[config.mk]
export PLATFORM = sky130hd
export DESIGN_NAME = ebus_seq
export DESIGN_NICKNAME = d
export VERILOG_FILES = /design/src/rtl/ebus_pkg.sv /design/src/rtl/ebus_phase_ctr.sv /design/src/rtl/ebus_strobe_gen.sv /design/src/rtl/ebus_ad_mux.sv /design/src/rtl/ebus_seq.sv
export SDC_FILE = /design/constraint.sdc
export NUM_CORES = 1
export LEC_CHECK = 0
export ABC_AREA = 1
export ABC_CLOCK_PERIOD_IN_PS = 3400
export CAP_MARGIN = 20
export CELL_PAD_IN_SITES_DETAIL_PLACEMENT = 1
export CELL_PAD_IN_SITES_GLOBAL_PLACEMENT = 1
export CORE_UTILIZATION = 37
export DETAILED_ROUTE_END_ITERATION = 8
export GPL_TIMING_DRIVEN = 0
export MAX_ROUTING_LAYER = met4
export PLACE_DENSITY = 0.87
export SYNTH_ARGS = -nofsm -noshare
export SYNTH_HDL_FRONTEND = slang
export SYNTH_SLANG_ARGS = --single-unit
[constraint.sdc]
create_clock -name clk -period 3.4 [get_ports clk]
set_input_delay 0.85 -clock clk [delete_from_list [all_inputs] [get_ports clk]]
set_output_delay 0.85 -clock clk [all_outputs]
set_load 0.05 [all_outputs]
[src/rtl/ebus_pkg.sv]
package ebus_pkg;

  typedef enum logic [1:0] {
    XK_FETCH = 2'b00,
    XK_READ  = 2'b01,
    XK_WRITE = 2'b10,
    XK_NONE  = 2'b11
  } xfer_kind_e;

endpackage

[src/rtl/ebus_phase_ctr.sv]
module ebus_phase_ctr
  import ebus_pkg::*;
#(
  parameter int PH_W      = 4,
  parameter int FETCH_END = 5,
  parameter int RW_END    = 11
) (
  input  logic            clk,
  input  logic            rst,
  input  logic            req_i,
  input  xfer_kind_e      kind_i,
  output logic            accept_o,
  output logic            act_o,
  output xfer_kind_e      kind_o,
  output logic [PH_W-1:0] ph_o,
  output logic            act_nxt_o,
  output xfer_kind_e      kind_nxt_o,
  output logic [PH_W-1:0] ph_nxt_o,
  output logic            busy_nxt_o
);

  localparam logic [PH_W-1:0] L_F_END  = PH_W'(FETCH_END);
  localparam logic [PH_W-1:0] L_RW_END = PH_W'(RW_END);

  logic            act_q;
  xfer_kind_e      kind_q;
  logic [PH_W-1:0] ph_q;

  logic            act_n;
  xfer_kind_e      kind_n;
  logic [PH_W-1:0] ph_n;
  logic            busy_cur;
  logic            accept;
  logic            at_end;

  // the tail phase of a data cycle counts as free
  assign busy_cur = act_q && !(kind_q != XK_FETCH && ph_q == L_RW_END);
  assign at_end   = (kind_q == XK_FETCH) ? (ph_q == L_F_END) : (ph_q == L_RW_END);

  always_comb begin
    accept = req_i && (kind_i != XK_NONE) && !busy_cur;
    act_n  = act_q;
    kind_n = kind_q;
    ph_n   = ph_q;
    if (accept) begin
      act_n  = 1'b1;
      kind_n = kind_i;
      ph_n   = '0;
    end else if (act_q) begin
      if (at_end) begin
        act_n = 1'b0;
        ph_n  = '0;
      end else begin
        ph_n = ph_q + PH_W'(1);
      end
    end
  end

  always_ff @(posedge clk) begin
    if (rst) begin
      act_q  <= 1'b0;
      kind_q <= XK_FETCH;
      ph_q   <= '0;
    end else begin
      act_q  <= act_n;
      kind_q <= kind_n;
      ph_q   <= ph_n;
    end
  end

  assign accept_o   = accept;
  assign act_o      = act_q;
  assign kind_o     = kind_q;
  assign ph_o       = ph_q;
  assign act_nxt_o  = act_n;
  assign kind_nxt_o = kind_n;
  assign ph_nxt_o   = ph_n;
  assign busy_nxt_o = act_n && !(kind_n != XK_FETCH && ph_n == L_RW_END);

endmodule

[src/rtl/ebus_strobe_gen.sv]
module ebus_strobe_gen
  import ebus_pkg::*;
#(
  parameter int PH_W     = 4,
  parameter int ALE_W    = 2,
  parameter int PSEN_ON  = 3,
  parameter int PSEN_OFF = 6,
  parameter int RW_ON    = 5,
  parameter int RW_OFF   = 11
) (
  input  logic            clk,
  input  logic            rst,
  input  logic            act_nxt_i,
  input  xfer_kind_e      kind_nxt_i,
  input  logic [PH_W-1:0] ph_nxt_i,
  input  logic            busy_nxt_i,
  output logic            ale_o,
  output logic            psen_n_o,
  output logic [1:0]      rw_n_o,
  output logic            busy_o
);

  localparam logic [PH_W-1:0] L_ALE_END = PH_W'(ALE_W);
  localparam logic [PH_W-1:0] L_PS_ON   = PH_W'(PSEN_ON);
  localparam logic [PH_W-1:0] L_PS_OFF  = PH_W'(PSEN_OFF);
  localparam logic [PH_W-1:0] L_RW_ON   = PH_W'(RW_ON);
  localparam logic [PH_W-1:0] L_RW_OFF  = PH_W'(RW_OFF);

  always_ff @(posedge clk) begin
    if (rst) begin
      ale_o    <= 1'b0;
      psen_n_o <= 1'b1;
      busy_o   <= 1'b0;
    end else begin
      ale_o    <= act_nxt_i && (ph_nxt_i < L_ALE_END);
      psen_n_o <= !(act_nxt_i && kind_nxt_i == XK_FETCH &&
                    ph_nxt_i >= L_PS_ON && ph_nxt_i < L_PS_OFF);
      busy_o   <= busy_nxt_i;
    end
  end

  // one identical low-going strobe per data direction: 0 read, 1 write
  for (genvar g = 0; g < 2; g++) begin : g_rw
    localparam xfer_kind_e K = (g == 0) ? XK_READ : XK_WRITE;
    logic strobe_n_q;
    always_ff @(posedge clk) begin
      if (rst) begin
        strobe_n_q <= 1'b1;
      end else begin
        strobe_n_q <= !(act_nxt_i && kind_nxt_i == K &&
                        ph_nxt_i >= L_RW_ON && ph_nxt_i < L_RW_OFF);
      end
    end
    assign rw_n_o[g] = strobe_n_q;
  end

endmodule

[src/rtl/ebus_ad_mux.sv]
module ebus_ad_mux
  import ebus_pkg::*;
#(
  parameter int PH_W     = 4,
  parameter int DATA_W   = 8,
  parameter int ADDR_W   = 16,
  parameter int ALE_W    = 2,
  parameter int PSEN_OFF = 6,
  parameter int RW_ON    = 5,
  parameter int RW_OFF   = 11
) (
  input  logic               clk,
  input  logic               rst,
  input  logic               accept_i,
  input  logic [ADDR_W-1:0]  addr_i,
  input  logic [DATA_W-1:0]  wdata_i,
  input  logic [DATA_W-1:0]  ad_i,
  input  logic               act_i,
  input  xfer_kind_e         kind_i,
  input  logic [PH_W-1:0]    ph_i,
  input  logic               act_nxt_i,
  input  xfer_kind_e         kind_nxt_i,
  input  logic [PH_W-1:0]    ph_nxt_i,
  output logic [DATA_W-1:0]  ad_o,
  output logic               ad_oe_o,
  output logic [ADDR_W-DATA_W-1:0] ah_o,
  output logic [DATA_W-1:0]  rdata_o,
  output logic               rdata_valid_o
);

  localparam int HI_W = ADDR_W - DATA_W;
  localparam logic [PH_W-1:0] L_AHOLD  = PH_W'(ALE_W);
  localparam logic [PH_W-1:0] L_RW_ON  = PH_W'(RW_ON);
  localparam logic [PH_W-1:0] L_F_SAMP = PH_W'(PSEN_OFF - 1);
  localparam logic [PH_W-1:0] L_R_SAMP = PH_W'(RW_OFF - 1);

  logic [DATA_W-1:0] lo_q, lo_n;
  logic [DATA_W-1:0] wd_q, wd_n;
  logic [HI_W-1:0]   hi_n;
  logic              addr_ph, data_ph, capture;

  assign lo_n = accept_i ? addr_i[DATA_W-1:0] : lo_q;
  assign wd_n = accept_i ? wdata_i : wd_q;
  assign hi_n = accept_i ? addr_i[ADDR_W-1:DATA_W] : ah_o;

  // a read keeps the address on the port until its strobe falls
  assign addr_ph = act_nxt_i && ((ph_nxt_i <= L_AHOLD) ||
                   (kind_nxt_i == XK_READ && ph_nxt_i < L_RW_ON));
  assign data_ph = act_nxt_i && kind_nxt_i == XK_WRITE && ph_nxt_i > L_AHOLD;

  assign capture = act_i && ((kind_i == XK_FETCH && ph_i == L_F_SAMP) ||
                             (kind_i == XK_READ  && ph_i == L_R_SAMP));

  always_ff @(posedge clk) begin
    if (rst) begin
      lo_q          <= '0;
      wd_q          <= '0;
      ah_o          <= '0;
      ad_o          <= '0;
      ad_oe_o       <= 1'b0;
      rdata_o       <= '0;
      rdata_valid_o <= 1'b0;
    end else begin
      lo_q    <= lo_n;
      wd_q    <= wd_n;
      ah_o    <= hi_n;
      ad_oe_o <= addr_ph || data_ph;
      if (addr_ph) begin
        ad_o <= lo_n;
      end else if (data_ph) begin
        ad_o <= wd_n;
      end else begin
        ad_o <= '0;
      end
      rdata_valid_o <= capture;
      if (capture) begin
        rdata_o <= ad_i;
      end
    end
  end

endmodule

[src/rtl/ebus_seq.sv]
module ebus_seq
  import ebus_pkg::*;
#(
  parameter int DATA_W   = 8,
  parameter int ADDR_W   = 16,
  parameter int ALE_W    = 2,
  parameter int PSEN_DLY = 1,
  parameter int PSEN_W   = 3,
  parameter int RW_DLY   = 3,
  parameter int RW_W     = 6
) (
  input  logic                     clk,
  input  logic                     rst,
  input  logic                     req_i,
  input  logic [1:0]               kind_i,
  input  logic [ADDR_W-1:0]        addr_i,
  input  logic [DATA_W-1:0]        wdata_i,
  input  logic [DATA_W-1:0]        ad_i,
  output logic                     ale_o,
  output logic                     psen_n_o,
  output logic                     rd_n_o,
  output logic                     wr_n_o,
  output logic [DATA_W-1:0]        ad_o,
  output logic                     ad_oe_o,
  output logic [ADDR_W-DATA_W-1:0] ah_o,
  output logic                     busy_o,
  output logic [DATA_W-1:0]        rdata_o,
  output logic                     rdata_valid_o
);

  localparam int PSEN_ON  = ALE_W + PSEN_DLY;
  localparam int PSEN_OFF = PSEN_ON + PSEN_W;
  localparam int RW_ON    = ALE_W + RW_DLY;
  localparam int RW_OFF   = RW_ON + RW_W;
  localparam int PH_W     = $clog2(RW_OFF + 1);

  logic            accept;
  logic            act;
  xfer_kind_e      kind;
  logic [PH_W-1:0] ph;
  logic            act_nxt;
  xfer_kind_e      kind_nxt;
  logic [PH_W-1:0] ph_nxt;
  logic            busy_nxt;
  logic [1:0]      rw_n;

  ebus_phase_ctr #(
    .PH_W      (PH_W),
    .FETCH_END (PSEN_OFF - 1),
    .RW_END    (RW_OFF)
  ) i_ctr (
    .clk        (clk),
    .rst        (rst),
    .req_i      (req_i),
    .kind_i     (xfer_kind_e'(kind_i)),
    .accept_o   (accept),
    .act_o      (act),
    .kind_o     (kind),
    .ph_o       (ph),
    .act_nxt_o  (act_nxt),
    .kind_nxt_o (kind_nxt),
    .ph_nxt_o   (ph_nxt),
    .busy_nxt_o (busy_nxt)
  );

  ebus_strobe_gen #(
    .PH_W     (PH_W),
    .ALE_W    (ALE_W),
    .PSEN_ON  (PSEN_ON),
    .PSEN_OFF (PSEN_OFF),
    .RW_ON    (RW_ON),
    .RW_OFF   (RW_OFF)
  ) i_strobe (
    .clk        (clk),
    .rst        (rst),
    .act_nxt_i  (act_nxt),
    .kind_nxt_i (kind_nxt),
    .ph_nxt_i   (ph_nxt),
    .busy_nxt_i (busy_nxt),
    .ale_o      (ale_o),
    .psen_n_o   (psen_n_o),
    .rw_n_o     (rw_n),
    .busy_o     (busy_o)
  );

  ebus_ad_mux #(
    .PH_W     (PH_W),
    .DATA_W   (DATA_W),
    .ADDR_W   (ADDR_W),
    .ALE_W    (ALE_W),
    .PSEN_OFF (PSEN_OFF),
    .RW_ON    (RW_ON),
    .RW_OFF   (RW_OFF)
  ) i_ad (
    .clk           (clk),
    .rst           (rst),
    .accept_i      (accept),
    .addr_i        (addr_i),
    .wdata_i       (wdata_i),
    .ad_i          (ad_i),
    .act_i         (act),
    .kind_i        (kind),
    .ph_i          (ph),
    .act_nxt_i     (act_nxt),
    .kind_nxt_i    (kind_nxt),
    .ph_nxt_i      (ph_nxt),
    .ad_o          (ad_o),
    .ad_oe_o       (ad_oe_o),
    .ah_o          (ah_o),
    .rdata_o       (rdata_o),
    .rdata_valid_o (rdata_valid_o)
  );

  assign rd_n_o = rw_n[0];
  assign wr_n_o = rw_n[1];

endmodule

After elaboration in Yosys (flattened, before gate mapping) --
Cells that the tools add are included.
Word-level totals: bits in registers 54, memories kept 0, input bits 37, output and inout port bits 31, latch bits 0, bits in writable memories 0, ROM bits 0, word-level logic and storage cells 79
Cells by class: add/sub/neg operators 1, divide/modulo/power cells 0, multiply operators 0, shifts and indexed selects 0, bitwise logic cells 0, equal/unequal tests 8, muxes and demuxes 12, reductions and logical operators 35, order comparisons 8
Operators with widths (count):
- two-way mux 8 bit | 4
- logical AND 1 bit | 22
- equality test 4 bit (second input constant) | 3
- two-way mux 4 bit | 3
- < comparator 4 x 3 -> 1 bit (second input constant) | 2
- zero test 1 bit | 6
- adder 4 x 1 -> 4 bit (second input constant) | 1
- equality test 2 x 1 -> 1 bit (second input constant) | 2
- equality test 4 x 3 -> 1 bit (second input constant) | 1
- greater-or-equal comparator 4 x 2 -> 1 bit (second input constant) | 1
- greater-or-equal comparator 4 x 3 -> 1 bit (second input constant) | 1
- greater-than comparator 4 x 2 -> 1 bit (second input constant) | 1
- <= comparator 4 x 2 -> 1 bit (second input constant) | 1
- zero test 2 bit | 2
- < comparator 4 x 2 -> 1 bit (second input constant) | 1
- < comparator 4 bit (second input constant) | 1
- two-way mux 1 bit | 4
- nonzero test 2 bit | 2
- logical OR 1 bit | 3
- equality test 2 bit (second input constant) | 1
- two-way mux 2 bit | 1
- inequality test 2 bit (second input constant) | 1

Longest topological paths before layout --
Gate-level depths: netlist of run 1.
depth after elaboration 12, depth in mapped cells 16, gate-level depth less buffers 15

Hierarchy --
From an unflattened synthesis of run 1, not the netlist that was laid out.
Unflattened totals: cell total of the unflattened synthesis 360, area total of the unflattened synthesis 2442.3 um2
By module, submodules not included:
- ebus_ad_mux | sequential area each 840.8 um2, cells each 247, area an instance 1736.7 um2, times used 1
- ebus_phase_ctr | sequential area each 140.1 um2, cells each 79, area an instance 474.2 um2, times used 1
- ebus_strobe_gen | sequential area each 100.1 um2, cells each 34, area an instance 231.5 um2, times used 1

Worst setup path before layout of run 1 --
No wires, ideal clock.
kind input-to-reg, start point input port req_i, end point register i_ad.ad_o[6], data required time 3.287 ns, path slack 1.239 ns, arrival 2.048 ns, cell stages on the path 12, setup time 0.113 ns, buffers on the path 2, cells stage by stage a21boi_1 -> nand2_4 -> buf_6 -> nand2_2 -> o21ai_4 -> nor2_4 -> nand3_2 -> nand2_4 -> buf_8 -> nand3_2 -> nand2_1 -> nor2_2
Between the ends: cells in the longest elaborated chain, start to end 8, elaborated cells between the ends (all ways) 19, those cells by class 3 x order compare; 2 x eq/ne; 7 x mux; 7 x reduce/logical
Ends and longest elaborated chain:
- start: declaration | line ebus_seq.sv:14 | input logic req_i,
- logical AND 1 bit * (2 in a row) | line ebus_phase_ctr.sv:41 | accept = req_i && (kind_i != XK_NONE) && !busy_cur;
- two-way mux 4 bit or two-way mux 2 bit (tied branches) | line ebus_phase_ctr.sv:45 | if (accept) begin
- < comparator 4 x 3 -> 1 bit, or another cell as far along | line ebus_ad_mux.sv:48 | (kind_nxt_i == XK_READ && ph_nxt_i < L_RW_ON));
- logical AND 1 bit (on tied branches) | line ebus_ad_mux.sv:48, ebus_ad_mux.sv:49
- logical OR 1 bit or logical AND 1 bit (tied branches) | line ebus_ad_mux.sv:47, ebus_ad_mux.sv:49
- logical AND 1 bit or two-way mux 8 bit (tied branches) | line ebus_ad_mux.sv:47, ebus_ad_mux.sv:70
- two-way mux 8 bit * | line ebus_ad_mux.sv:68 | if (addr_ph) begin
- end signal: assignment | line ebus_ad_mux.sv:69 | ad_o <= lo_n;
- end signal: assignment | line ebus_ad_mux.sv:71 | ad_o <= wd_n;
- end: declaration | line ebus_ad_mux.sv:24 | output logic [DATA_W-1:0] ad_o,
Every way passes the cells marked *; elsewhere a longest branch is shown, timed or not. A chain may end at the register's enable or synchronous reset.

Final worst setup path of run 1 --
Same ends and word-level chain as after synthesis.

==> run metrics, run 1 <==
Core ar.=0.005956 sq mm; ratio of cells with drive above 1 in the final layout=0.1412; area of the multi-input gates=0.001085 sq mm; CTS H-tree lvls=2; Cells after Synth=273; antenna violations before repair=0; num ports=68; vias=2026; Slew Limit Fails=0; CTS Buffer Depth=2; Clk Latency, worst-skew pair=320 ps; Residual DRC=0; gr ovfl total=0; final hold violations=0; # hold bufs at CTS=0; Hold WS=492.9 ps; Synth Area per Inst=8.438 sq um; largest net degree at the start of global routing=18; Max Clk Rate=394.9 MHz; ys async rst share=0; gp weighted congestion=0.8199; Starting Density=0.3868; dominant cell type by area after synthesis=dfxtp_1; met3 usage=0.04494; final worst path period share=0.7448; first-pass GRT wire length=10040 microns; vias in the first global route=2138; root buffer cell=clkbuf_8; GRT Max-Usage Layer=met2; Post-synth EDFFs=0; wirelength, routed=6221 microns; DR iter-0 viols=52; Slew @ Worst Pin=518.6 ps; clk sink count=54; minimum clock period=2532 ps; total leakage power=1.393 nW; Cell Rows=28; Yosys reg bits=54; PortBufs=66; Layout area overhead=37.64%; Hold Crit Class=flop to flop; vias per std cell=4.801; Detail Placement HPWL=4507 microns; VDD IR-drop max=0.2332 mV; Synth area leaders=dfxtp_1, nor2_1, mux2i_1, nand2_1, o21ai_0; diodes inserted=0; First-pass DRT Iterations=4; Post-CTS Setup Inserts=0; Setup CP Type=input pin to flop; CTS tree=done; crit path max fanout=10; GR Util All Layers=0.2112; clock skew=7.900 ps; Critical Path AT=2760 ps; CTS clk-pin slew, worst paths=110 ps; Distinct cells, synth=32; crit end category=flop; Die ar.=0.006545 sq mm; Sequential Area=0.001081 sq mm; startpoint types=input pin; chip height=80.90 microns; RSZ-0062 raised after global routing=false; met1 usage=0.2262; Mapped Nets=313; CTS-repair resized insts=0; Mapped Area=0.002303 sq mm; met2 GRT Util=0.3866; Synth Flop Type=dfxtp_1; TritonCTS Buffers=5; synth warn=0; Routed Antenna Nets=0; Worst Path Required=3630 ps; WL per Instance=14.74 microns; fillers=721; Net count, final=386; Seq/Total Area, Yosys=0.4693; top-area cell type share of the netlist area=0.4693; Slew Limit Headroom=0.6532; Max-Cap Viols=0; PD cells=461.8 mW/mm^2; DIE WIDTH=80.90 microns; status=finished clean; Final setup viols=0; setup tns final=0 ps
[sequential cells by signal (all words and copies together) (netlist names), 2 cells and up]
name	flops
i_ad.ad_o	8
i_ad.ah_o	8
i_ad.lo_q	8
i_ad.rdata_o	8
i_ad.wd_q	8
i_ctr.ph_o	4
i_ctr.kind_o	2
i_strobe.g_rw.strobe_n_q	2
[cell families after synthesis]
group           Yosys count  synth area share
buf+inv                  29           0.05974
fa+ha+maj                 3           0.01630
flops                    54            0.4693
xor+xnor                  2          0.007606
mux                      16           0.06953
simple gates            138            0.2863
compound gates           31           0.09126
[cell usage after synthesis (2+ instances only)]
cell	count
buf_4	2
nor2_2	2
ha_1	3
nor2_4	3
nand4_1	2
nand3_2	4
nand3_1	13
nand2_1	27
buf_2	2
nor2_1	74
dfxtp_1	54
mux2i_1	16
nand2_2	4
nand2_4	5
clkbuf_1	5
inv_2	4
a21oi_2	9
o21ai_0	17
inv_1	14
[worst paths after layout]
kind                                      start               to  slack, ps  depth (start not counted)
worst max-delay path                      req_i     i_ad.ad_o[6]        870                         13
worst min register to register  i_ad.rdata_o[6]  i_ad.rdata_o[6]        490                          2
worst min-delay path            i_ad.rdata_o[6]  i_ad.rdata_o[6]        490                          2
worst max register to register    i_ctr.ph_o[1]     i_ad.ad_o[3]       1280                         15
[per-layer routing]
layer  share of wire  vias to the layer above
li1                -                     1015
met1            0.42                      951
met2            0.53                       53
met3           0.046                        7
met4           0.012                        0
met5               0                        -
[area by class of cell]
cell class / instances / area share
Buffer: 11 / 0.02210
Clock buffer: 5 / 0.02170
Clock inverter: 3 / 0.01381
Inverter: 18 / 0.02131
Multi-Input combinational cell: 190 / 0.3421
Sequential cell: 54 / 0.3410
Tap cell: 75 / 0.02960
Timing Repair Buffer: 66 / 0.2084
[worst max-delay path, cell delays in order]
cell,delay (ps)
clkdlybuf4s50_1,460
a21boi_1,240
nand2_4,130
buf_6,180
nand2_2,80
o21ai_4,70
nor2_4,110
nand3_2,120
nand2_4,150
buf_8,170
nand3_2,70
nand2_1,80
nor2_2,40
[layout by cell type, fill, tap and decap left out, drive strengths merged, types with 2 or more instances in the layout]
cell and instances:
nand4 2, nand3 18, clkbuf 10, inv 19, nand2 36, a21oi 10, ha 3, dfxtp 54
mux2i 16, buf 6, clkdlybuf4s50 66, nor2 79, o21ai 19
[where the power goes]
group          leakage, nW  switching, mW  internal (mW)
registers            0.442         0.0143          0.669
logic                0.893          0.201          0.134
clock network       0.0585          0.225          0.221
total                 1.39          0.440           1.02
[per-stage QoR]
stage | power [mW] | cells | setup slack, ps | area, sq um | utilization
after floorplan | 0.9127 | 273 | 1239 | 2303 | -
after global placement | 1.021 | 414 | 605.1 | 3058 | 0.5134
after detailed placement | 1.033 | 414 | 556.3 | 3058 | 0.5134
after CTS | 1.474 | 422 | 859.8 | 3171 | 0.5324
after global routing | 1.526 | 422 | 759.7 | 3171 | 0.5324
final | 1.464 | 422 | 867.7 | 3171 | 0.5324
Note: power is estimated with default switching activity, not from simulation.
==> run 2, diff against run 1 <==
- ABC_CLOCK_PERIOD_IN_PS: 3400 -> 2100
- CORE_UTILIZATION: 37 -> 31
- PLACE_DENSITY: 0.87 -> 0.78
- clock period: 3.4 -> 2.1 ns (I/O delays scaled with it)
==> run metrics, run 2 (synthesized netlist as in run 1, its figures left out) <==
WP buf/inv=1; total leakage power=1.437 nW; Max-Cap Viols=0; most common cell after layout, fill and taps aside=nor2_1; Hold Crit Class=flop to flop; clock skew=8.101 ps; gr ovfl total=0; area of the multi-input gates=0.001126 sq mm; Slew Limit Fails=0; TritonCTS Buffers=5; VDD IR-drop max=0.3012 mV; met2 GRT Util=0.3105; vias in the first global route=2094; met3 usage=0.03393; crit end category=flop; PD cells=699.7 mW/mm^2; crit path max fanout=9; clk sink count=54; num ports=68; met1 usage=0.1921; gp weighted congestion=0.7784; final hold violations=0; minimum clock period=2058 ps; Residual DRC=0; Layout area overhead=42.53%; largest net degree at the start of global routing=18; final worst path period share=0.9802; placed cell count=438; CTS H-tree lvls=2; max incr delay on CP=470 ps; GR Util All Layers=0.1722; CP Cell Sequence=clkdlybuf4s50_1, a21boi_4, nand2_4, o21ai_2, nand2_1, nor2_4, nand2_4, nor2_1, a21oi_2, nor2_1; commonest cells after routing, fill and taps aside=nor2_1, clkdlybuf4s50_1, dfxtp_1; Cell Rows=31; Setup CP Type=input pin to flop; Sequential Area=0.001084 sq mm; diodes inserted=0; Final setup viols=0; Net count, final=389; CTS tree=done; Critical Path AT=2300 ps; worst setup margin=41.67 ps; Hold WS=493.7 ps; Core ar.=0.007214 sq mm; Starting Density=0.3193; startpoint types=input pin; wirelength, routed=6196 microns; Clk Latency, worst-skew pair=310 ps; Post-DP Area=0.003088 sq mm; CTS clk-pin slew, worst paths=100 ps; antenna violations before repair=0; Final Cell Area=0.003283 sq mm; Routed Antenna Nets=0; Pwr Total=2.297 mW; fillers=877; ratio of cells with drive above 1 in the final layout=0.1800; Worst path slowest cell=clkdlybuf4s50_1; status=finished clean; WL per Instance=13.80 microns; Max Clk Rate=485.8 MHz; chip height=88.20 microns; first-pass GRT wire length=9880 microns; DIE WIDTH=88.20 microns; Die ar.=0.007779 sq mm; non-filler cells, final=449; Slew Limit Headroom=0.6321; vias=2025; First-pass DRT Iterations=4; Slew @ Worst Pin=551.9 ps; Top delay family on crit path=simple AND/OR/NAND/NOR gates; RSZ-0062 raised after global routing=true; Worst Path Required=2340 ps; vias per std cell=4.510; DR iter-0 viols=35; CTS Buffer Depth=2; worst slack, placed=-387.9 ps; PortBufs=66; root buffer cell=clkbuf_8; Detail Placement HPWL=4493 microns; GRT Max-Usage Layer=met2
[run 2: layout make-up]
cell class / instances / area share
clock buffer: 6 / 0.02515
tap: 99 / 0.03773
timing repair buffer: 69 / 0.2134
inverter: 18 / 0.02058
clock inverter: 2 / 0.004954
buffer: 11 / 0.02515
multi-input combinational: 190 / 0.3430
sequential: 54 / 0.3300
[run 2: tightest hold or removal path, stage by stage, from the launching register on]
cell     delay [ps]
dfxtp_1         320
nor2_1           90
nor2_1           50
[run 2: path summary, 6_finish.rpt]
check                        from              end  slack (ps)  depth (start not counted)
hold reg to reg   i_ad.rdata_o[3]  i_ad.rdata_o[3]         490                          2
setup / recovery            req_i     i_ad.ad_o[3]          40                         10
setup reg to reg    i_ctr.ph_o[1]     i_ad.ad_o[3]         130                         11
hold / removal    i_ad.rdata_o[3]  i_ad.rdata_o[3]         490                          2
[run 2: per-stage QoR]
stage,TNS [ps],utilization
3_5_place_dp,-8158,0.4280
4_1_cts,0,0.4487
2_1_floorplan,0,-
5_1_grt,-109.6,0.4551
3_3_place_gp,-8539,0.4280
6_report,0,0.4551
[run 2: timing repair]
| action | in CTS | in global routing |
|---|---|---|
| endpoints found under the hold margin | 0 | 0 |
| hold buffers | 0 | 0 |
| pin swaps | 2 | 5 |
| resized for setup | 6 | 13 |
| buffers inserted | 2 | 1 |
| endpoints found under the setup margin | 9 | 18 |
[run 2: where the power goes]
| group | internal, mW | switching, mW | leakage, nW |
|---|---|---|---|
| Combinational | 0.227 | 0.329 | 0.946 |
| Sequential | 1.08 | 0.0223 | 0.443 |
| Clock | 0.273 | 0.363 | 0.0478 |
[run 2: metal layers]
metal	up-vias	share of wire
met4	0	0.011
met1	952	0.42
met3	6	0.047
li1	1020	-
met5	-	0
met2	47	0.52
